## config.mk

```make
export PLATFORM = sky130hd
export DESIGN_NAME = gated_period_timer
export DESIGN_NICKNAME = d
export VERILOG_FILES = /design/src/rtl/gpt_pkg.sv /design/src/rtl/gpt_sync.sv /design/src/rtl/gpt_ctrl.sv /design/src/rtl/gpt_datapath.sv /design/src/rtl/gated_period_timer.sv
export SDC_FILE = /design/constraint.sdc
export NUM_CORES = 1
export LEC_CHECK = 0
export ABC_CLOCK_PERIOD_IN_PS = 2700
export BUFFER_PORTS_ARGS = -buffer_cell sky130_fd_sc_hd__buf_4
export CORE_MARGIN = 4
export CORE_UTILIZATION = 43
export CTS_BUF_LIST = sky130_fd_sc_hd__clkbuf_8
export DETAILED_ROUTE_END_ITERATION = 8
export HOLD_SLACK_MARGIN = 0.08
export PLACE_DENSITY_LB_ADDON = 0.05
export SYNTH_ARGS = -nofsm -noshare
export SYNTH_HDL_FRONTEND = slang
export SYNTH_SLANG_ARGS = --single-unit
```

## constraint.sdc

```tcl
create_clock -name clk -period 2.7 [get_ports clk]
set_clock_uncertainty 0.2 [all_clocks]
set_input_delay 0.54 -clock clk [delete_from_list [all_inputs] [get_ports clk]]
set_output_delay 0.54 -clock clk [all_outputs]
set_load 0.05 [all_outputs]
```

## src/rtl/gpt_pkg.sv

```systemverilog
package gpt_pkg;

  localparam int unsigned ADDR_W = 3;
  localparam int unsigned PSC_W  = 8;   // holds the largest divisor minus one (255)
  localparam int unsigned CTRL_W = 6;

  typedef enum logic [ADDR_W-1:0] {
    REG_CTRL   = 3'd0,
    REG_CNT_LO = 3'd1,
    REG_CNT_HI = 3'd2,
    REG_PER_LO = 3'd3,
    REG_PER_HI = 3'd4
  } regSel_e;

  // Packed MSB first: irqEn is bit 5, run is bit 0.
  typedef struct packed {
    logic       irqEn;
    logic [1:0] psc;
    logic       gateEn;
    logic       extSel;
    logic       run;
  } ctrlFields_t;

  typedef struct packed {
    logic countTick;
    logic loadCntLo;
    logic loadCntHi;
    logic loadPerLo;
    logic loadPerHi;
  } dpStrobe_t;

  function automatic logic [PSC_W-1:0] pscLast(input logic [1:0] code);
    case (code)
      2'b00:   pscLast = PSC_W'(0);
      2'b01:   pscLast = PSC_W'(7);
      2'b10:   pscLast = PSC_W'(63);
      default: pscLast = PSC_W'(255);
    endcase
  endfunction

endpackage

```

## src/rtl/gpt_sync.sv

```systemverilog
module gpt_sync #(
  parameter int unsigned STAGES = 2
) (
  input  logic clk,
  input  logic rstN,
  input  logic din,
  output logic level,
  output logic levelPrev
);
  logic [STAGES-1:0] chain;

  generate
    for (genvar s = 0; s < STAGES; s++) begin : g_stage
      if (s == 0) begin : g_first
        always_ff @(posedge clk or negedge rstN)
          if (!rstN) chain[s] <= 1'b0;
          else       chain[s] <= din;
      end else begin : g_next
        always_ff @(posedge clk or negedge rstN)
          if (!rstN) chain[s] <= 1'b0;
          else       chain[s] <= chain[s-1];
      end
    end
  endgenerate

  always_ff @(posedge clk or negedge rstN)
    if (!rstN) levelPrev <= 1'b0;
    else       levelPrev <= chain[STAGES-1];

  assign level = chain[STAGES-1];
endmodule

```

## src/rtl/gpt_ctrl.sv

```systemverilog
module gpt_ctrl
  import gpt_pkg::*;
(
  input  logic                     clk,
  input  logic                     rstN,
  input  logic                     wrEn,
  input  logic [ADDR_W-1:0]        wrAddr,
  input  logic [CTRL_W-1:0]        ctrlData,
  input  logic                     gateLvl,
  input  logic                     gatePrev,
  input  logic                     extLvl,
  input  logic                     extPrev,
  input  logic                     matchTick,
  input  logic                     flagClr,
  output dpStrobe_t                strobe,
  output ctrlFields_t              ctrlQ,
  output logic                     irqFlag,
  output logic                     irqReq
);
  logic              wrCtrl, wrCntLo, wrCntHi, cntWrite;
  ctrlFields_t       ctrlNew;
  logic              runFall, pscClr, srcTick, pscTick, gatedMode;
  logic              gateFall, extRise, flagSet;
  logic [PSC_W-1:0]  pscCnt;

  assign wrCtrl   = wrEn && (wrAddr == REG_CTRL);
  assign wrCntLo  = wrEn && (wrAddr == REG_CNT_LO);
  assign wrCntHi  = wrEn && (wrAddr == REG_CNT_HI);
  assign cntWrite = wrCntLo || wrCntHi;
  assign ctrlNew  = ctrlFields_t'(ctrlData);

  always_ff @(posedge clk or negedge rstN)
    if (!rstN)       ctrlQ <= '0;
    else if (wrCtrl) ctrlQ <= ctrlNew;

  assign gateFall = gatePrev && !gateLvl;
  assign extRise  = extLvl && !extPrev;

  // Prescaler: frozen while stopped, cleared by a stop or by a count write while running.
  assign runFall = wrCtrl && ctrlQ.run && !ctrlNew.run;
  assign pscClr  = runFall || (ctrlQ.run && cntWrite);
  assign srcTick = ctrlQ.extSel ? extRise : 1'b1;
  assign pscTick = ctrlQ.run && srcTick && (pscCnt >= pscLast(ctrlQ.psc));

  always_ff @(posedge clk or negedge rstN)
    if (!rstN)                       pscCnt <= '0;
    else if (pscClr)                 pscCnt <= '0;
    else if (ctrlQ.run && srcTick)   pscCnt <= pscTick ? '0 : pscCnt + PSC_W'(1);

  assign gatedMode = ctrlQ.gateEn && ctrlQ.run && !ctrlQ.extSel;

  always_comb begin
    strobe.countTick = pscTick && (!gatedMode || gateLvl);
    strobe.loadCntLo = wrCntLo;
    strobe.loadCntHi = wrCntHi;
    strobe.loadPerLo = wrEn && (wrAddr == REG_PER_LO);
    strobe.loadPerHi = wrEn && (wrAddr == REG_PER_HI);
  end

  assign flagSet = matchTick || (gatedMode && gateFall);

  always_ff @(posedge clk or negedge rstN)
    if (!rstN)        irqFlag <= 1'b0;
    else if (flagSet) irqFlag <= 1'b1;
    else if (flagClr) irqFlag <= 1'b0;

  assign irqReq = irqFlag && ctrlQ.irqEn;
endmodule

```

## src/rtl/gpt_datapath.sv

```systemverilog
module gpt_datapath
  import gpt_pkg::*;
#(
  parameter int unsigned HALF_W = 16
) (
  input  logic                  clk,
  input  logic                  rstN,
  input  dpStrobe_t             strobe,
  input  logic [HALF_W-1:0]     wrData,
  output logic [2*HALF_W-1:0]   count,
  output logic                  matchTick,
  output logic                  adcTrig
);
  localparam int unsigned FULL_W = 2 * HALF_W;

  logic [HALF_W-1:0] cntHalf [2];
  logic [HALF_W-1:0] perHalf [2];
  logic [FULL_W-1:0] period, countNext;
  logic [1:0]        cntLoad, perLoad;
  logic              anyLoad, atPeriod, advance;

  assign cntLoad = {strobe.loadCntHi, strobe.loadCntLo};
  assign perLoad = {strobe.loadPerHi, strobe.loadPerLo};
  assign anyLoad = |cntLoad;

  assign count     = {cntHalf[1], cntHalf[0]};
  assign period    = {perHalf[1], perHalf[0]};
  assign atPeriod  = (count == period);
  assign advance   = strobe.countTick && !anyLoad;
  assign matchTick = advance && atPeriod;
  assign countNext = atPeriod ? '0 : count + FULL_W'(1);

  generate
    for (genvar h = 0; h < 2; h++) begin : g_half
      always_ff @(posedge clk or negedge rstN)
        if (!rstN)           cntHalf[h] <= '0;
        else if (cntLoad[h]) cntHalf[h] <= wrData;
        else if (advance)    cntHalf[h] <= countNext[h*HALF_W +: HALF_W];

      always_ff @(posedge clk or negedge rstN)
        if (!rstN)           perHalf[h] <= '0;
        else if (perLoad[h]) perHalf[h] <= wrData;
    end
  endgenerate

  always_ff @(posedge clk or negedge rstN)
    if (!rstN) adcTrig <= 1'b0;
    else       adcTrig <= matchTick;
endmodule

```

## src/rtl/gated_period_timer.sv

```systemverilog
module gated_period_timer
  import gpt_pkg::*;
#(
  parameter int unsigned HALF_W      = 16,
  parameter int unsigned SYNC_STAGES = 2
) (
  input  logic                  clk,
  input  logic                  rstN,
  input  logic                  wrEn,
  input  logic [ADDR_W-1:0]     wrAddr,
  input  logic [HALF_W-1:0]     wrData,
  input  logic                  gateIn,
  input  logic                  extClkIn,
  input  logic                  flagClr,
  output logic [2*HALF_W-1:0]   timerValue,
  output logic                  adcTrig,
  output logic                  irqFlag,
  output logic                  irqReq
);
  logic        gateLvl, gatePrev, extLvl, extPrev, matchTick, runNow;
  dpStrobe_t   strobe;
  ctrlFields_t ctrlQ;

  gpt_sync #(.STAGES(SYNC_STAGES)) gateSync_i (
    .clk(clk), .rstN(rstN), .din(gateIn), .level(gateLvl), .levelPrev(gatePrev));

  gpt_sync #(.STAGES(SYNC_STAGES)) extSync_i (
    .clk(clk), .rstN(rstN), .din(extClkIn), .level(extLvl), .levelPrev(extPrev));

  gpt_ctrl ctrl_i (
    .clk(clk), .rstN(rstN), .wrEn(wrEn), .wrAddr(wrAddr),
    .ctrlData(wrData[CTRL_W-1:0]),
    .gateLvl(gateLvl), .gatePrev(gatePrev), .extLvl(extLvl), .extPrev(extPrev),
    .matchTick(matchTick), .flagClr(flagClr),
    .strobe(strobe), .ctrlQ(ctrlQ), .irqFlag(irqFlag), .irqReq(irqReq));

  gpt_datapath #(.HALF_W(HALF_W)) dp_i (
    .clk(clk), .rstN(rstN), .strobe(strobe), .wrData(wrData),
    .count(timerValue), .matchTick(matchTick), .adcTrig(adcTrig));

  assign runNow = ctrlQ.run;
endmodule

```

==> Word-level counts from Yosys, hierarchy flattened <==
Index checks and enable logic that the tools add are counted.
{ "totals": {"reg_bits": 86, "inputBits": 25, "out_inout_bits": 35, "elab_cells": 76} }
{ "op_classes": {"n_addsub": 2, "n_lt_le_gt_ge": 1, "eq_ne": 7, "mux": 12, "n_reduce_logical": 36} }
{ "op_table": {"columns": ["cell", "count"], "rows": [
  ["2-to-1 mux 16 bit", 4],
  ["adder 32 x 1 -> 32 bit (second input constant)", 1],
  ["== test 32 bit", 1],
  ["2-to-1 mux 32 bit", 1],
  ["2-to-1 mux 8 bit", 3],
  ["case mux 8 bit (3 select lines)", 1],
  ["logical AND 1 bit", 19],
  ["adder 8 x 1 -> 8 bit (second input constant)", 1],
  [">= comparator 8 bit", 1],
  ["nonzero test 2 bit", 4],
  ["== test 3 x 2 -> 1 bit (second input constant)", 2],
  ["logical NOT 1 bit", 6],
  ["logical OR 1 bit", 4],
  ["== test 3 x 1 -> 1 bit (second input constant)", 1],
  ["== test 3 bit (second input constant)", 1],
  ["logical NOT 3 bit", 1],
  ["2-to-1 mux 1 bit", 3],
  ["== test 2 x 1 -> 1 bit (second input constant)", 1],
  ["== test 2 bit (second input constant)", 1],
  ["logical NOT 2 bit", 1],
  ["OR reduction 2 bit", 1]
]} }

==> Longest topological paths before layout <==
{ "logic_depth": {"depth_word": 10, "mapped_depth": 11, "ltp_nobuf": 9} }

==> Cells and area by module <==
Synthesis repeated with hierarchy kept, for this count alone.
{ "unflattened": {"cells_unflattened": 488, "hier_area_um2": 4772.1} }
{ "by_module_without_submodules": {"columns": ["mod", "n_inst", "cells_per_inst", "area_each_um2", "seq_area_each_um2"], "rows": [
  ["gpt_datapath", 1, 375, 3656.0, 1626.6],
  ["gpt_ctrl", 1, 107, 965.9, 375.4],
  ["gpt_sync", 2, 3, 75.1, 75.1]
]} }

==> Worst setup path before layout <==
No wires, ideal clock.
{ "synth_timing": {"kind": "reg2reg", "startpoint": "register dp_i.cntHalf (netlist bit dp_i.count[0])", "endpoint": "register dp_i.cntHalf (netlist bit dp_i.count[16])", "setup_time_ps": 150, "arrival_time_ps": 2134, "t_required_ps": 2350, "setup_slack_ps": 216, "stages_incl_launch_ff": 9, "n_path_buf": 0, "period_less_slack_ps": 2484, "cell_sequence": "dfrtp_1 -> ha_1 -> nand3_1 -> nor3_1 -> and2_1 -> nand3_1 -> nor2b_1 -> o211ai_1 -> o311ai_1"} }
{ "synth_between": {"elab_chain_cells": 4, "elab_cells_between_ends": 5, "classes_between": "1 x add/sub; 1 x eq/ne; 3 x mux"} }
{ "synth_rtl": {"columns": ["item", "line_no", "source"], "rows": [
  ["start: declaration", "gpt_datapath.sv:16", "logic [HALF_W-1:0] cntHalf [2];"],
  ["start signal: indexed assignment", "gpt_datapath.sv:37", "else if (cntLoad[h]) cntHalf[h] <= wrData;"],
  ["start signal: indexed assignment", "gpt_datapath.sv:38", "else if (advance) cntHalf[h] <= countNext[h*HALF_W +: HALF_W];"],
  ["adder 32 x 1 -> 32 bit or == test 32 bit (tied branches)", "gpt_datapath.sv:31, gpt_datapath.sv:28", null],
  ["2-to-1 mux 32 bit *", "gpt_datapath.sv:31", "assign countNext = atPeriod ? '0 : count + FULL_W'(1);"],
  ["2-to-1 mux 16 bit *", "gpt_datapath.sv:38", null],
  ["2-to-1 mux 16 bit *", "gpt_datapath.sv:37", null]
]} }
Every way passes the cells marked *; elsewhere a longest branch is shown, timed or not. The select of a mux whose other input is x is not followed.
A chain may end at the register's enable or synchronous reset.

==> Worst setup path in the final report <==
{ "layout_timing": {"startpoint": "register ctrl_i.ctrlQ[4] (netlist name)", "endpoint": "register ctrl_i.pscCnt[7]"} }
{ "layout_between": {"elab_chain_cells": 7, "elab_cells_between_ends": 9, "classes_between": "1 x order compare; 2 x eq/ne; 4 x mux; 2 x reduce/logical"} }
{ "layout_rtl": {"columns": ["item", "line_no", "source"], "rows": [
  ["== test 2 bit (tied with other cells)", "gpt_pkg.sv:33", "case (code)"],
  ["case mux 8 bit (3 select lines) *", "gpt_pkg.sv:33", null],
  [">= comparator 8 bit *", "gpt_ctrl.sv:43", "assign pscTick = ctrlQ.run && srcTick && (pscCnt >= pscLast(ctrlQ.psc));"],
  ["logical AND 1 bit *", "gpt_ctrl.sv:43", null],
  ["2-to-1 mux 8 bit * (2 in series)", "gpt_ctrl.sv:48", "else if (ctrlQ.run && srcTick) pscCnt <= pscTick ? '0 : pscCnt + PSC_W'(1);"],
  ["2-to-1 mux 8 bit *", "gpt_ctrl.sv:47", "else if (pscClr) pscCnt <= '0;"],
  ["end signal: assignment", "gpt_ctrl.sv:48", null],
  ["end: declaration", "gpt_ctrl.sv:24", "logic [PSC_W-1:0] pscCnt;"]
]} }
Marks and branches as above.

==> results.py <==
metrics = {
    "run": {
        "cap_violations": 0,
    },
    "grt": {
        "grt_overflow": 0,
        "grt_usage": 0.2232,
        "grt_max_degree": 57,
        "grt_first_pass_wirelength_um": 22140,
        "grt_pass1_vias": 4032,
        "antenna_found_initial": 0,
    },
    "timing": {
        "relSlewSlack": 0.6164,
        "hold_violations": 0,
        "drv_slew": 0,
        "setup_violations": 0,
        "tightest_slew_ns": 0.5710,
        "setup_ws_ns": 0.2374,
        "period_needed_ns": 2.463,
        "fin_setup_tns_ns": 0,
        "timing.fmax_ghz": 0.4061,
        "post-route-period-util": 0.9121,
        "rsz0062_at_grt": "no",
    },
    "die": {
        "die_area_mm2": 0.01273,
        "io_pins": 60,
        "fp-row-count": 38,
        "fp.dieW_um": 112.8,
        "die_h_um": 112.8,
        "start_util": 0.4380,
        "core-area_mm2": 0.01079,
    },
    "critical_path": {
        "r2r-end": "ctrl_i.pscCnt[7]",
        "r2r_slack_ns": 0.24,
        "cpLargestDelayFamily": "simple AND/OR/NAND/NOR gates",
        "path_buf_inv": 0,
        "rr_startpoint": "ctrl_i.ctrlQ[4]",
        "critPathMaxFanout": 8,
        "startpoint_type": "flip-flop",
        "crit_type": "flip-flop to flip-flop",
        "setup.worst_path.end_class": "flip-flop",
        "crit_chain": "nor2_2 > ha_1 > a211oi_1 > o22a_2 > o31ai_1 > or3_1 > nor3_1 > a211o_1",
        "cp.required_ns": 2.81,
        "rr_worst_depth": 8,
        "critical_path_arrival_ns": 2.57,
        "cp_slowest_cell": "dfrtp_2",
        "critPathMaxStageDelay_ns": 0.47,
    },
    "synthesis": {
        "syn-num-nets": 497,
        "yosys.area.top_type": "dfrtp_1",
        "synth_top_cell_area_share": 0.4553,
        "avgSynthCellArea_um2": 10.12,
        "yosys-top-cells-area": "dfrtp_1 (46%), mux2_2 (8.8%), xor2_1 (6.3%), nand2_1 (3.7%), o21ai_0 (2.6%)",
        "synth-seq-cells": 86,
        "seq_area_frac_synth": 0.4553,
        "synthCells": 467,
        "ys_async_sr_fraction": 1.000,
        "ys_warn_count": 0,
        "synth_area_mm2": 0.004727,
        "ys_types": 60,
        "synth_edf_count": 0,
        "synth_ff_type": "dfrtp_1",
    },
    "finish": {
        "antenna_cells": 0,
        "drive_above_1_share": 0.2926,
        "n_fill_cell": 969,
        "syn2layout_area_growth_pct": 21.92,
        "stdcell_area_mm2": 0.005763,
        "fin_nets": 582,
        "multi_input_comb_area_mm2": 0.002447,
        "seq_area_mm2": 0.002153,
        "stdcell_count": 697,
        "fin_util": 0.5340,
    },
    "routing": {
        "first_pass_iters": 5,
        "first_iter_violations": 269,
        "vias": 3994,
        "drt_wl_total_um": 13520,
        "wire_per_inst_um": 19.40,
        "drc": 0,
        "drtAntennaViolNets": 0,
        "vias_per_cell": 5.730,
    },
    "placed_design": {
        "portBuffers": 59,
        "dpl.hpwl_um": 9745,
        "dp_cells": 678,
        "dpl_cell_area_mm2": 0.005490,
        "gp_congestion": 0.8866,
        "preCtsSetupSlack_ns": 0.1655,
    },
    "clocking": {
        "cts_max_level": 3,
        "insertion_delay_ns": 0.37,
        "ctsRootBufferMaster": "clkbuf_8",
        "numClockSinks": 86,
        "cts_tree": "done",
        "cts_buffer_depth": 2,
        "clk_pin_slew_ns": 0.09,
        "numCtsBuffers": 9,
    },
    "power": {
        "power.leakage_nw": 2.456,
        "vdd_drop_max_mv": 0.4018,
        "powerDensity_mw_per_mm2": 808.4,
    },
    "status": {
        "status": "finished clean",
    },
    "hold_path": {
        "min_path_cells": 0,
        "holdPathEnd": "gateSync_i.level",
        "hold_class": "flip-flop to flip-flop",
        "hold_start": "gateSync_i.chain[0]",
    },
}
worst reg2reg max path: cells and delay by family (launching register included):
kind | cells | cell delay, ns
simple gates | 3 | 0.80
compound gates | 4 | 0.68
flops | 1 | 0.47
fa+ha+maj | 1 | 0.25
where the power goes:
group	internal, mW	total, mW	leakage [nW]	switching [mW]
clock network	0.553	1.06	0.110	0.506
registers	1.56	1.86	1.04	0.298
logic	0.681	1.74	1.31	1.06
kinds of logic (layout without fill, tap and decap cells):
group / count (synthesis) / in the layout / synth area share
AOI/OAI and AO/OA: 102 / 102 / 0.1456
adders and majority gates: 5 / 5 / 0.01323
buffers and inverters: 25 / 115 / 0.03044
muxes: 37 / 37 / 0.08814
and+or+nand+nor: 175 / 175 / 0.1988
xor gates and xnor gates: 37 / 37 / 0.06856
DFF: 86 / 86 / 0.4553
per-stage QoR:
stage                     total power [mW]  hold slack [ns]
after floorplan                      2.980          0.04441
after global placement               3.600           0.1333
after detailed placement             3.620           0.1347
after CTS                            4.685           0.1559
after global routing                 4.932           0.1674
final                                4.659           0.1547
synth_stat cells (2+ instances only):
library cell  count
a221o_1           4
buf_2             7
nand3_1          24
nand2_1          46
buf_1             2
xnor2_1           3
o221ai_1          4
or3_1             7
ha_1              5
and2_1            4
nor2_1           24
nor4_1            4
nor2b_1           7
o41ai_1           3
dfrtp_1          86
o31ai_1           2
nand2b_1         12
inv_1             5
mux2_2           37
o311ai_1          5
buf_6             5
xor2_1           34
nor3b_1           2
and3_1           10
nor4_2            4
a31oi_1          15
a211oi_1          2
a21oi_1          17
nand3b_1          6
o311ai_0          2
clkbuf_1          5
o22ai_1           2
a21o_1            2
nor3_1           10
o211ai_1          5
nor2_4            2
o21ai_0          25
nand4_1           6
per-layer routing:
layer  part of all wire  global-route usage
met1               0.47              0.3165
met2               0.46              0.3495
met3              0.048             0.02888
met4              0.025             0.08654
met5                  0                   0
cells in the final DEF, fill, tap and decap left out, types with 4 or more instances in the layout:
cell,instances
buf_4,89
dfrtp_1,85
nand2_1,46
mux2_2,37
xor2_1,34
o21ai_0,25
nor2_1,24
nand3_1,24
a21oi_1,16
a31oi_1,15
nand2b_1,12
and3_1,10
clkbuf_8,10
nor3_1,9
nor2b_1,7
or3_1,7
nand4_1,6
nand3b_1,6
inv_1,5
o211ai_1,5
o311ai_1,5
ha_1,5
nor4_2,4
nor4_1,4
and2_1,4
o221ai_1,4
a221o_1,4
flip-flops by register name (all words and copies together), names as in the netlist:
register,count
ctrl_i.ctrlQ,6
ctrl_i.irqFlag,1
ctrl_i.pscCnt,8
dp_i.adcTrig,1
dp_i.count,32
dp_i.perHalf,32
extSync_i.chain,1
extSync_i.level,1
extSync_i.levelPrev,1
gateSync_i.chain,1
gateSync_i.level,1
gateSync_i.levelPrev,1
final cells by class:
class                   count  share of cell area
clock buffers              10             0.02388
clock inverters             6             0.01607
inverters                   5            0.003257
multi-input cells         356              0.4247
flip-flops and latches     86              0.3736
well taps                 140             0.03040
repair buffers             94              0.1281
worst max-delay path by stage:
stage | slack, ns | end | depth (start not counted) | startpoint
4_1_cts | 0.15 | dp_i.count[12] | 6 | dp_i.count[28]
5_1_grt | 0.008 | dp_i.count[25] | 9 | ctrl_i.ctrlQ[4]
6_report | 0.24 | ctrl_i.pscCnt[7] | 8 | ctrl_i.ctrlQ[4]
3_5_place_dp | 0.17 | dp_i.count[12] | 6 | dp_i.count[28]
3_3_place_gp | 0.24 | dp_i.count[12] | 6 | dp_i.count[28]
2_1_floorplan | 0.22 | dp_i.count[16] | 8 | dp_i.count[0]
repair_timing:
action                                  CTS  global route
hold buffers                              3             0
endpoints found under the setup margin    0            14
buffers inserted                          0             0
resized for setup                         0             3
hold endpoints to repair                 32             0
Note: power is estimated with default switching activity, not from simulation.
